===== src/rtl/fw_load_pkg.sv =====
`timescale 1ns/1ps
package fw_load_pkg;

  typedef enum logic [1:0] {
    LD_IDLE = 2'd0,
    LD_LOAD = 2'd1,
    LD_DONE = 2'd2
  } loadState_e;

  // strobes from the control unit to the datapath
  typedef struct packed {
    logic ready;
    logic busy;
    logic done;
    logic acceptByte;
  } ctrlStrobe_t;

  localparam int unsigned REG_STATUS = 0;
  localparam int unsigned REG_START  = 1;
  localparam int unsigned REG_DATA   = 2;
  localparam int unsigned REG_CNT_LO = 3;
  localparam int unsigned REG_CNT_HI = 4;

  localparam logic [7:0] START_KEY = 8'hA5;
  localparam int unsigned SEQ_LEN  = 3;

endpackage


===== src/rtl/fwLoadCtrl.sv =====
`timescale 1ns/1ps
module fwLoadCtrl
  import fw_load_pkg::*;
#(
  parameter int unsigned READY_TICKS = 3000,
  parameter int unsigned ADDR_W      = 4
) (
  input  logic              clk,
  input  logic              rstN,
  input  logic              tick,
  input  logic [ADDR_W-1:0] busAddr,
  input  logic              busWr,
  input  logic              busRd,
  input  logic [7:0]        busWrData,
  input  logic              lastSlot,
  output ctrlStrobe_t       strobes
);

  localparam int unsigned TW = $clog2(READY_TICKS + 1);
  localparam logic [ADDR_W-1:0] A_START = ADDR_W'(REG_START);
  localparam logic [ADDR_W-1:0] A_DATA  = ADDR_W'(REG_DATA);
  localparam logic [1:0] SEQ_LAST = 2'(SEQ_LEN - 1);

  logic [TW-1:0] tickCnt;
  logic          ready;
  logic [1:0]    seqCnt;
  loadState_e    state;
  logic          access;
  logic          goodStart;
  logic          acceptByte;

  // post-reset delay measured in time-base ticks
  always_ff @(posedge clk) begin
    if (!rstN) begin
      tickCnt <= '0;
      ready   <= 1'b0;
    end else if (!ready && tick) begin
      if (tickCnt == TW'(READY_TICKS - 1)) ready <= 1'b1;
      tickCnt <= tickCnt + 1'b1;
    end
  end

  assign access     = busWr | busRd;
  assign goodStart  = busWr && (busAddr == A_START) && (busWrData == START_KEY);
  assign acceptByte = (state == LD_LOAD) && busWr && (busAddr == A_DATA);

  always_ff @(posedge clk) begin
    if (!rstN) begin
      state  <= LD_IDLE;
      seqCnt <= '0;
    end else begin
      unique case (state)
        LD_IDLE: begin
          if (ready && access) begin
            if (goodStart) begin
              if (seqCnt == SEQ_LAST) begin
                state  <= LD_LOAD;
                seqCnt <= '0;
              end else begin
                seqCnt <= seqCnt + 1'b1;
              end
            end else begin
              seqCnt <= '0;
            end
          end
        end
        LD_LOAD: begin
          if (acceptByte && lastSlot) state <= LD_DONE;
        end
        default: state <= LD_DONE;
      endcase
    end
  end

  assign strobes.ready      = ready;
  assign strobes.busy       = (state == LD_LOAD);
  assign strobes.done       = (state == LD_DONE);
  assign strobes.acceptByte = acceptByte;

  p_ready_sticky_r2: assert property (@(posedge clk) disable iff (!rstN)
    ready |=> ready);

  p_unready_idle_r3: assert property (@(posedge clk) disable iff (!rstN)
    !ready |-> (seqCnt == 2'd0 && state == LD_IDLE));

  p_seq_enter_r4: assert property (@(posedge clk) disable iff (!rstN)
    (state == LD_IDLE && ready && goodStart && seqCnt == SEQ_LAST) |=> state == LD_LOAD);

  p_seq_clear_r5: assert property (@(posedge clk) disable iff (!rstN)
    (state == LD_IDLE && ready && access && !goodStart) |=> (seqCnt == 2'd0 && state == LD_IDLE));

  p_done_sticky_r11: assert property (@(posedge clk) disable iff (!rstN)
    (state == LD_DONE) |=> (state == LD_DONE));

endmodule


===== src/rtl/fwLoadData.sv =====
`timescale 1ns/1ps
module fwLoadData
  import fw_load_pkg::*;
#(
  parameter int unsigned IMAGE_BYTES = 7600,
  parameter int unsigned ADDR_W      = 4
) (
  input  logic              clk,
  input  logic              rstN,
  input  logic [ADDR_W-1:0] busAddr,
  input  logic              busRd,
  input  logic [7:0]        busWrData,
  input  ctrlStrobe_t       strobes,
  output logic              lastSlot,
  output logic [7:0]        busRdData,
  output logic              byteValid,
  output logic [7:0]        byteData
);

  localparam int unsigned CW = $clog2(IMAGE_BYTES + 1);
  localparam logic [ADDR_W-1:0] A_STATUS = ADDR_W'(REG_STATUS);
  localparam logic [ADDR_W-1:0] A_DATA   = ADDR_W'(REG_DATA);
  localparam logic [ADDR_W-1:0] A_CNT_LO = ADDR_W'(REG_CNT_LO);
  localparam logic [ADDR_W-1:0] A_CNT_HI = ADDR_W'(REG_CNT_HI);

  logic [CW-1:0] count;
  logic [15:0]   countWide;
  logic [7:0]    lastByte;
  logic [7:0]    rdNext;

  assign lastSlot  = (count == CW'(IMAGE_BYTES - 1));
  assign countWide = 16'(count);

  always_ff @(posedge clk) begin
    if (!rstN) begin
      count     <= '0;
      lastByte  <= '0;
      byteValid <= 1'b0;
      byteData  <= '0;
    end else begin
      byteValid <= strobes.acceptByte;
      if (strobes.acceptByte) begin
        count    <= count + 1'b1;
        lastByte <= busWrData;
        byteData <= busWrData;
      end
    end
  end

  always_comb begin
    unique case (busAddr)
      A_STATUS: rdNext = {5'b0, strobes.done, strobes.busy, strobes.ready};
      A_DATA:   rdNext = lastByte;
      A_CNT_LO: rdNext = countWide[7:0];
      A_CNT_HI: rdNext = countWide[15:8];
      default:  rdNext = 8'h00;
    endcase
  end

  always_ff @(posedge clk) begin
    if (!rstN)      busRdData <= 8'h00;
    else if (busRd) busRdData <= rdNext;
  end

  p_count_bound_r11: assert property (@(posedge clk) disable iff (!rstN)
    count <= CW'(IMAGE_BYTES));

  p_count_hold_r7: assert property (@(posedge clk) disable iff (!rstN)
    !strobes.acceptByte |=> $stable(count));

  p_count_step_r8: assert property (@(posedge clk) disable iff (!rstN)
    strobes.acceptByte |=> (count == $past(count) + 1'b1));

  p_stream_r8: assert property (@(posedge clk) disable iff (!rstN)
    strobes.acceptByte |=> (byteValid && byteData == $past(busWrData)));

  p_last_hold_r9: assert property (@(posedge clk) disable iff (!rstN)
    !strobes.acceptByte |=> $stable(lastByte));

endmodule


===== src/rtl/fwLoadPort.sv =====
`timescale 1ns/1ps
module fwLoadPort
  import fw_load_pkg::*;
#(
  parameter int unsigned IMAGE_BYTES = 7600,
  parameter int unsigned READY_TICKS = 3000,
  parameter int unsigned ADDR_W      = 4
) (
  input  logic              clk,
  input  logic              rstN,
  input  logic              tick,
  input  logic [ADDR_W-1:0] busAddr,
  input  logic              busWr,
  input  logic              busRd,
  input  logic [7:0]        busWrData,
  output logic [7:0]        busRdData,
  output logic              byteValid,
  output logic [7:0]        byteData
);

  ctrlStrobe_t strobes;
  logic        lastSlot;

  fwLoadCtrl #(
    .READY_TICKS(READY_TICKS),
    .ADDR_W     (ADDR_W)
  ) u_ctrl (
    .clk      (clk),
    .rstN     (rstN),
    .tick     (tick),
    .busAddr  (busAddr),
    .busWr    (busWr),
    .busRd    (busRd),
    .busWrData(busWrData),
    .lastSlot (lastSlot),
    .strobes  (strobes)
  );

  fwLoadData #(
    .IMAGE_BYTES(IMAGE_BYTES),
    .ADDR_W     (ADDR_W)
  ) u_data (
    .clk      (clk),
    .rstN     (rstN),
    .busAddr  (busAddr),
    .busRd    (busRd),
    .busWrData(busWrData),
    .strobes  (strobes),
    .lastSlot (lastSlot),
    .busRdData(busRdData),
    .byteValid(byteValid),
    .byteData (byteData)
  );

endmodule


===== config.mk =====
export PLATFORM = sky130hd
export DESIGN_NAME = fwLoadPort
export DESIGN_NICKNAME = d
export VERILOG_FILES = /design/src/rtl/fw_load_pkg.sv /design/src/rtl/fwLoadCtrl.sv /design/src/rtl/fwLoadData.sv /design/src/rtl/fwLoadPort.sv
export SDC_FILE = /design/constraint.sdc
export NUM_CORES = 1
export LEC_CHECK = 0
export BUFFER_PORTS_ARGS = -buffer_cell sky130_fd_sc_hd__buf_2
export CORE_UTILIZATION = 55
export DETAILED_ROUTE_END_ITERATION = 8
export PLACE_DENSITY_LB_ADDON = 0.15
export SYNTH_ARGS = -nofsm -noshare
export SYNTH_HDL_FRONTEND = slang
export SYNTH_SLANG_ARGS = --single-unit

===== constraint.sdc =====
create_clock -name clk -period 2.14 [get_ports clk]
set_clock_uncertainty 0.2 [all_clocks]
set_input_delay 0.428 -clock clk [delete_from_list [all_inputs] [get_ports clk]]
set_output_delay 0.428 -clock clk [all_outputs]
set_load 0.01 [all_outputs]

======== Word level (Yosys, flattened, before mapping) ========
Index checks and enable logic that the tools add are counted.
word-level totals
  register bits ........................... 47
  input port bits ......................... 17
  output and inout bits ................... 17
  logic and storage cells ................. 47
operators by class
  add/subtract/negate cells ............... 3
  equality and inequality tests ........... 14
  muxes and demuxes ....................... 8
  bitwise gates (word level) .............. 1
  reductions and logical operators ........ 13
operators with widths
  cell                                                                      number
  8-bit one-hot mux with 4 select lines                                     1
  13-bit by 1-bit adder with 13-bit output (second input constant)          1
  13-bit == test (second input constant)                                    1
  12-bit by 1-bit adder with 12-bit output (second input constant)          1
  12-bit == test (second input constant)                                    1
  2-bit 2-to-1 mux                                                          6
  4-bit by 2-bit == test with 1-bit output (second input constant)          2
  8-bit == test (second input constant)                                     1
  1-bit logical AND                                                         7
  2-bit by 1-bit inequality test with 1-bit output (second input constant)  3
  2-bit == test (second input constant)                                     2
  4-bit by 1-bit == test with 1-bit output (second input constant)          1
  4-bit by 3-bit == test with 1-bit output (second input constant)          1
  4-bit logical NOT                                                         1
  2-bit one-hot mux with 2 select lines                                     1
  2-bit AND reduction                                                       2
  4-bit AND reduction                                                       1
  2-bit by 1-bit adder with 2-bit output (second input constant)            1
  2-bit by 1-bit == test with 1-bit output (second input constant)          1
  2-bit logical NOT                                                         1
  2-bit inequality test (second input constant)                             1
  1-bit logical NOT                                                         1
  1-bit bitwise OR                                                          1

======== Depth between registers and ports, before layout ========
Gate-level depths: netlist (run 1).
  depth in word-level cells ............... 6
  mapped depth ............................ 6
  gate-level depth less buffers ........... 5

======== Cells and area by module ========
Synthesis (run 1) repeated with hierarchy kept, for this count alone.
unflattened totals
  cells, all modules ...................... 259
  area total of the unflattened synthesis .. 2397.3 µm²
by module, submodules not included
  module      times used  cells each  area each (µm²)  seq. area each (µm²)
  fwLoadData  1           158         1508.9           600.6
  fwLoadCtrl  1           101         888.4            340.3

======== Least setup slack after synthesis (run 1) ========
OpenSTA, ideal clock, no wires.
  path type ............................... input -> register
  start ................................... input busAddr[0]
  end ..................................... register u_data.byteData[2]
  library setup time ...................... 0.128 ns
  arrival time ............................ 1.637 ns
  data required time ...................... 1.812 ns
  setup slack ............................. 0.175 ns
  stages on the path ...................... 6
  path buffers ............................ 2
  path through ............................ buf_6 -> or4b_4 -> nor2_2 -> buf_6 -> mux2i_1 -> nor2_1
between the ends
  cells in the longest elaborated chain, start to end .. 2
ends and longest elaborated chain
  element                                   line              text
  from (decl)                               fwLoadPort.sv:12  input logic [ADDR_W-1:0] busAddr,
  4-bit by 2-bit == test with 1-bit output  fwLoadCtrl.sv:45  assign acceptByte = (state == LD_LOAD) && busWr && (busAddr == A_DATA);
  1-bit logical AND                         fwLoadCtrl.sv:45
  to (signal assigned)                      fwLoadData.sv:45  byteData <= busWrData;
  to (decl)                                 fwLoadData.sv:17  output logic [7:0] byteData
Every way passes these cells.
A chain may end at the register's enable or synchronous reset.

======== Worst setup path in the final report (run 1) ========
  start ................................... register u_data.count[6]
  end ..................................... register u_ctrl.state[0]
between the ends
  cells in the longest elaborated chain, start to end .. 4
ends and longest elaborated chain
  element                                 line              text
  from (decl)                             fwLoadData.sv:26  logic [CW-1:0] count;
  from (signal assigned)                  fwLoadData.sv:43  count <= count + 1'b1;
  13-bit == test                          fwLoadData.sv:31  assign lastSlot = (count == CW'(IMAGE_BYTES - 1));
  1-bit logical AND                       fwLoadCtrl.sv:68  if (acceptByte && lastSlot) state <= LD_DONE;
  2-bit inequality test (no source line)  n/a
  4-bit AND reduction (no source line)    n/a
  to (signal assigned)                    fwLoadCtrl.sv:57  state <= LD_LOAD;
  to (signal assigned)                    fwLoadCtrl.sv:68
  to (signal assigned)                    fwLoadCtrl.sv:70  default: state <= LD_DONE;
  to (decl)                               fwLoadCtrl.sv:27  loadState_e state;
Every way passes these cells.

==> summary.txt, run 1 <==
Status
  • Status: complete, no violations

Logic synthesis
  • Synthesized Nets: 274
  • Post-synthesis register bit count: 47
  • Library cells used by synthesis: 47
  • Synth area leaders: dfxtp_1 (41%), xnor2_1 (4.6%), a21oi_1 (4.0%)
  • Top-area cell type share of the netlist area: 41.3%
  • Ys flop type: dfxtp_1
  • Post-synthesis sequential area ratio: 41.3%
  • Mapped Cells: 255
  • Mapped Area: 2280 um2
  • Async SR Flop Fraction: 0%
  • Number of synthesized flops with an enable pin: 0
  • Count leader, synth: dfxtp_1
  • List of most frequent post-synthesis cells: dfxtp_1 (47), nor2_1 (23), nand2_1 (21)
  • Cell accounting for the most synthesized area: dfxtp_1
  • Synth warn: 0
  • Syn avg cell area: 8.93 um2

Routing
  • DR iter-0 viols: 116
  • WL per Instance: 14.7 um
  • # DRC: 0
  • Initial DRT Pass Iterations: 4
  • Post-route ant nets: 0
  • WL final: 5090 um
  • Vias/cell: 5.71
  • Vias: 1,975

Die
  • # rows: 23
  • DIE WIDTH: 66.3 um
  • Core Box Area: 4000 um2
  • Die Area: 4400 um2
  • Die H: 66.3 um
  • Top-level I/O count: 34
  • Initial Utilization: 56.9%

CTS
  • Root Driver: clkbuf_8
  • Worst-path clk slew: 0.08 ns
  • CTS tree: built
  • Post CTS Setup Buffer Count: 0
  • Clk sinks: 47
  • CTS buffer count: 5
  • Hold buffer count at CTS: 0
  • Post-CTS sizing: 0
  • Htree depth: 2
  • Clock latency on the worst-skew pair: 0.30 ns
  • CTS max path bufs: 2

Placement
  • # port buffers: 33
  • Final HPWL DP: 3750 um
  • Worst slack at placement: 0.0806 ns
  • Dpl cells: 338
  • Placer Congestion: 0.862

Worst setup path
  • CP Max Fanout: 6
  • Family with the most delay on the worst path: simple AND/OR/NAND/NOR gates
  • Buffer and inverter count on the worst path: 0
  • CP Capture Type: register
  • CP max stage cell: or4b_1
  • CP arrival: 1.87 ns
  • CP peak stage delay: 0.52 ns
  • Req. time, crit path: 2.14 ns
  • Cell Chain, Critical Path: or4b_1, nor3_1, a41oi_1, o21a_1
  • Critical Path Start Type: register
  • Internal reg-to-reg setup slack: 0.27 ns
  • Kind of critical path: reg -> reg

Timing
  • RSZ-0062 raised after global routing: false
  • Final TNS setup: 0 ns
  • Final Hold Fails: 0
  • Hold slack: 0.174 ns
  • Achievable Freq: 536 MHz
  • Fin crit period: 1.87 ns
  • Slew Limit Fails: 0
  • Max_slew headroom: 72.5%
  • Crit share post-route: 87.2%
  • Slew @ Worst Pin: 0.411 ns
  • Final WS setup: 0.274 ns
  • Final setup violation count: 0

Finish
  • Diode count: 0
  • Finished Layout Cells: 346
  • Fill cell count: 357
  • Ratio of cells with drive above 1 in the final layout: 22.6%
  • Synth-to-Final Area Change: 15.2%
  • Final #Nets: 314

Global route
  • M1 GR Usage: 36.6%
  • GRT Util Overall: 25.9%
  • Initial antenna violation count: 0
  • Vias in the first global route: 1,775
  • Largest net degree at the start of global routing: 39
  • First-pass GRT wire length: 8470 um
  • Grt ovf: 0
  • Met2 Use GR: 38.5%
  • GRT Max-Usage Layer: met2
  • Grt met3 use: 4.48%

Pwr
  • PD cells: 574 nW/um2
  • Power after layout: 1.50 mW
  • Maximum vdd drop: 0.445 mV
  • Lkg Pwr: 0.995 nW

Job
  • Max-capacitance violation count: 0

Hold path
  • Hold Path Class: in -> reg
logic make-up after synthesis:
logic type	count (synthesis)	share of synthesized area [%]
AOI/OAI and AO/OA	46	11.8
and+or+nand+nor	111	29.0
DFF	47	41.3
xor gates and xnor gates	17	6.54
adders and majority gates	2	1.10
buffers and inverters	19	4.18
muxes	13	6.05
cells in the final DEF (no fill, tap or decap), drive strengths merged, types with 3 or more instances in the layout:
cell,netlist,layout
a21oi,19,19
and3,5,5
buf,5,45
clkbuf,7,6
dfxtp,47,47
inv,7,7
mux2,6,6
mux2i,7,7
nand2,21,21
nand2b,6,6
nand3,7,7
nand4,11,11
nand4b,3,3
nor2,25,25
nor3,7,7
nor4,6,6
o21ai,16,16
or3,4,4
or4b,3,3
xnor2,12,12
xor2,5,5
metal layers:
metal | up-vias | routed length, um
li1 | 1000 | -
met5 | - | 0
met2 | 59 | 2170
met1 | 906 | 2570
met4 | 0 | 87
met3 | 10 | 256
final cells by class:
cell class	count	area (um2)	area share, %
clock inverter	2	12.5	0.477
tap	50	62.6	2.39
clock buffer	6	72.6	2.77
multi-input combinational	189	1240	47.3
inverter	7	26.3	1.00
timing repair buffer	45	268	10.2
sequential	47	941	35.9
worst reg2reg max path: stages, from the launching register on:
cell and delay, ns:
dfxtp_1 0.37, or4b_1 0.52, nor3_1 0.32, a41oi_1 0.16, o21a_1 0.20
power by group:
part,switching [mW],internal [mW]
logic,0.0533,0.0375
clock network,0.302,0.229
registers,0.00462,0.878
final timing paths:
path	start	to	cells past startpoint
min	busWrData[3]	u_data.byteData[3]$_SDFFE_PN0P_	3
max	u_data.count[6]$_SDFFE_PN0P_	u_ctrl.state[0]$_SDFFE_PN0P_	4
min reg2reg	u_data.busRdData[0]$_SDFFE_PN0P_	u_data.busRdData[0]$_SDFFE_PN0P_	2
max reg2reg	u_data.count[6]$_SDFFE_PN0P_	u_ctrl.state[0]$_SDFFE_PN0P_	4
state kept, by name, summed over array words and instances, names as in the netlist:
signal,flops
u_ctrl.seqCnt,2
u_data.byteData,8
u_data.count,13
u_ctrl.state,2
u_data.byteValid,1
u_ctrl.ready,1
u_ctrl.tickCnt,12
u_data.busRdData,8
per-stage QoR:
| step | util [%] | cell area [um2] |
|---|---|---|
| after floorplan | - | 2280 |
| after global placement | 63.4 | 2540 |
| after detailed placement | 63.4 | 2540 |
| after CTS | 65.6 | 2620 |
| after global routing | 65.6 | 2620 |
| final | 65.6 | 2620 |
Power figures use the tool's default switching activity.
==> run 2: changes to the inputs <==
ABC_AREA = 1   (was default)
==> summary.txt, run 2 <==
Status
  • Status: complete, no violations

CTS
  • Post-CTS sizing: 0 (unchanged)
  • Htree depth: 2 (unchanged)
  • Clock latency on the worst-skew pair: 0.30 ns (about the same)
  • Hold buffer count at CTS: 0 (unchanged)
  • Clk sinks: 47 (unchanged)
  • CTS max path bufs: 2 (unchanged)
  • CTS tree: built
  • CTS buffer count: 5 (unchanged)
  • Root Driver: clkbuf_8
  • Post CTS Setup Buffer Count: 0 (unchanged)
  • Worst-path clk slew: 0.09 ns (about the same)

Finish
  • Synth-to-Final Area Change: 12.3%
  • Diode count: 0 (unchanged)
  • Largest Register: u_data.count
  • Largest register FFs: 13 (unchanged)
  • Most common cell after layout, fill and taps aside: nand2_1
  • Ratio of cells with drive above 1 in the final layout: 13.3% (-9.3 points)
  • Most frequent cells in the layout: nand2_1 (79), nor2_1 (56), inv_1 (48), dfxtp_1 (47), nand3_1 (34)
  • Top flop regs: u_data.count: 13 flops, u_ctrl.tickCnt: 12 flops
  • Final #Nets: 424 (+35%)

Die
  • Top-level I/O count: 34 (unchanged)
  • Initial Utilization: 58.9% (+2.0 points)
  • # rows: 23 (unchanged)
  • DIE WIDTH: 68.4 um (+3.1%)
  • Die H: 68.4 um (+3.1%)
  • Die Area: 4670 um2 (+6.2%)
  • Core Box Area: 4120 um2 (+2.9%)

Logic synthesis
  • Syn avg cell area: 6.55 um2 (-27%)
  • Post-synthesis register bit count: 47 (unchanged)
  • Mapped Cells: 370 (+45%)
  • Synth warn: 0 (unchanged)
  • Ys flop type: dfxtp_1
  • Mapped Area: 2420 um2 (+6.4%)
  • Post-synthesis sequential area ratio: 38.8% (-2.5 points)
  • Synth area leaders: dfxtp_1 (39%), nand2_1 (12%), nor2_1 (8.7%)
  • Count leader, synth: nand2_1
  • Library cells used by synthesis: 25 (-47%)
  • Cell accounting for the most synthesized area: dfxtp_1
  • List of most frequent post-synthesis cells: nand2_1 (79), nor2_1 (56), inv_1 (48)
  • Number of synthesized flops with an enable pin: 0 (unchanged)
  • Top-area cell type share of the netlist area: 38.8% (-2.5 points)
  • Synthesized Nets: 389 (+42%)
  • Async SR Flop Fraction: 0% (unchanged)

Timing
  • Final Hold Fails: 0 (unchanged)
  • Fin crit period: 1.83 ns (-0.0326 ns)
  • Final TNS setup: 0 ns (unchanged)
  • Final WS setup: 0.307 ns (+0.0326 ns)
  • RSZ-0062 raised after global routing: false
  • Max_slew headroom: 67.8% (-4.7 points)
  • Achievable Freq: 545 MHz (+1.8%)
  • Slew Limit Fails: 0 (unchanged)
  • Slew @ Worst Pin: 0.481 ns (+0.0700 ns)
  • Final setup violation count: 0 (unchanged)
  • Crit share post-route: 85.7% (-1.5 points)

Global route
  • Grt ovf: 0 (unchanged)
  • Initial antenna violation count: 0 (unchanged)
  • Met2 Use GR: 40.8% (+2.3 points)
  • Grt met3 use: 6.00% (+1.5 points)
  • GRT Max-Usage Layer: met2
  • M1 GR Usage: 33.8% (-2.8 points)
  • Vias in the first global route: 1,991 (+12%)
  • GRT Util Overall: 25.8% (-0.095 points)
  • First-pass GRT wire length: 8900 um (+5.1%)
  • Largest net degree at the start of global routing: 28 (-28%)

Routing
  • Post-route ant nets: 0 (unchanged)
  • Initial DRT Pass Iterations: 4 (unchanged)
  • # DRC: 0 (unchanged)
  • WL per Instance: 12.1 um (-18%)
  • Vias/cell: 5.18 (-9.2%)
  • Vias: 2,363 (+20%)
  • WL final: 5500 um (+8.0%)
  • DR iter-0 viols: 184 (+59%)

Worst setup path
  • CP arrival: 1.82 ns (-0.05 ns)
  • Critical Path Start Type: register
  • Kind of critical path: reg -> reg
  • CP Capture Type: register
  • Req. time, crit path: 2.13 ns (about the same)
  • CP Max Fanout: 6 (unchanged)

Pwr
  • Power after layout: 1.56 mW (+4.0%)
  • PD cells: 575 nW/um2 (+0.18%)
  • Lkg Pwr: 1.15 nW (+16%)
  • Maximum vdd drop: 0.420 mV (-5.7%)

Placement
  • Placer Congestion: 0.855 (-0.88%)
  • # port buffers: 33 (unchanged)
  • Worst slack at placement: 0.241 ns (+0.161 ns)
  • Final HPWL DP: 4140 um (+10%)

Job
  • Max-capacitance violation count: 0 (unchanged)

Hold path
  • Hold Path Class: in -> reg
run 2: cell types whose count changed after synthesis, sizes merged, moves of 7 or more:
| cell | before | now |
|---|---|---|
| inv | 7 | 50 |
| nand2 | 21 | 81 |
| nor2 | 25 | 60 |
| xnor2 | 12 | 0 |
| a21oi | 19 | 34 |
| mux2i | 7 | 0 |
| o21ai | 16 | 30 |
| nand3 | 7 | 35 |
run 2: cell type report:
| class | count | area (um2) |
|---|---|---|
| Fill cell | 383 | 1390 |
| Multi-Input combinational cell | 264 | 1230 |
| Sequential cell | 47 | 941 |
| Inverter | 51 | 191 |
| Timing Repair Buffer | 36 | 188 |
| Clock buffer | 7 | 96.3 |
| Tap cell | 50 | 62.6 |
| Clock inverter | 1 | 7.51 |
run 2: path summary, 6_finish.rpt:
kind / from / to / slack [ns] / cells past startpoint
setup / recovery: u_data.count[0]$_SDFFE_PN0P_ / u_ctrl.state[0]$_SDFFE_PN0P_ / 0.31 / 8
hold / removal: busWrData[0] / u_data.byteData[0]$_SDFFE_PN0P_ / 0.18 / 3
hold reg to reg: u_ctrl.tickCnt[9]$_SDFFE_PN0P_ / u_ctrl.tickCnt[9]$_SDFFE_PN0P_ / 0.27 / 2
setup reg to reg: u_data.count[0]$_SDFFE_PN0P_ / u_ctrl.state[0]$_SDFFE_PN0P_ / 0.31 / 8
run 2: kinds of logic (layout without fill, tap and decap cells):
family | after synthesis | after routing | synth area share (%)
and+or+nand+nor | 197 | 197 | 36.2
AOI/OAI and AO/OA | 64 | 64 | 13.4
buffers and inverters | 59 | 95 | 10.2
DFF | 47 | 47 | 38.8
adders and majority gates | 2 | 2 | 1.03
xor gates and xnor gates | 1 | 1 | 0.362
run 2: critical path, cell delays in order (launching register included):
cell     delay (ns)
dfxtp_1        0.42
ha_1           0.20
nand2_1        0.09
nor2_1         0.26
inv_1          0.08
nor2_1         0.20
nand3_2        0.12
nand2_1        0.09
a21oi_1        0.06
run 2: power by group:
group | internal, mW | switching, mW
Combinational | 0.0299 | 0.0626
Sequential | 0.877 | 0.00373
Clock | 0.294 | 0.296
Total | 1.20 | 0.363
run 2: per-layer routing:
layer / part of all wire, % / up-vias
li1: - / 1264
met1: 47 / 1023
met3: 5.9 / 9
met2: 46 / 67
met5: 0 / -
met4: 1.6 / 0
run 2: through the flow:
stage | instances | cell area, um2 | util, % | hold slack (ns)
2_1_floorplan | 370 | 2420 | - | 0.238
3_3_place_gp | 448 | 2620 | 63.6 | 0.252
3_5_place_dp | 448 | 2620 | 63.6 | 0.252
4_1_cts | 456 | 2720 | 66.1 | 0.181
5_1_grt | 456 | 2720 | 66.1 | 0.185
6_report | 456 | 2720 | 66.1 | 0.185
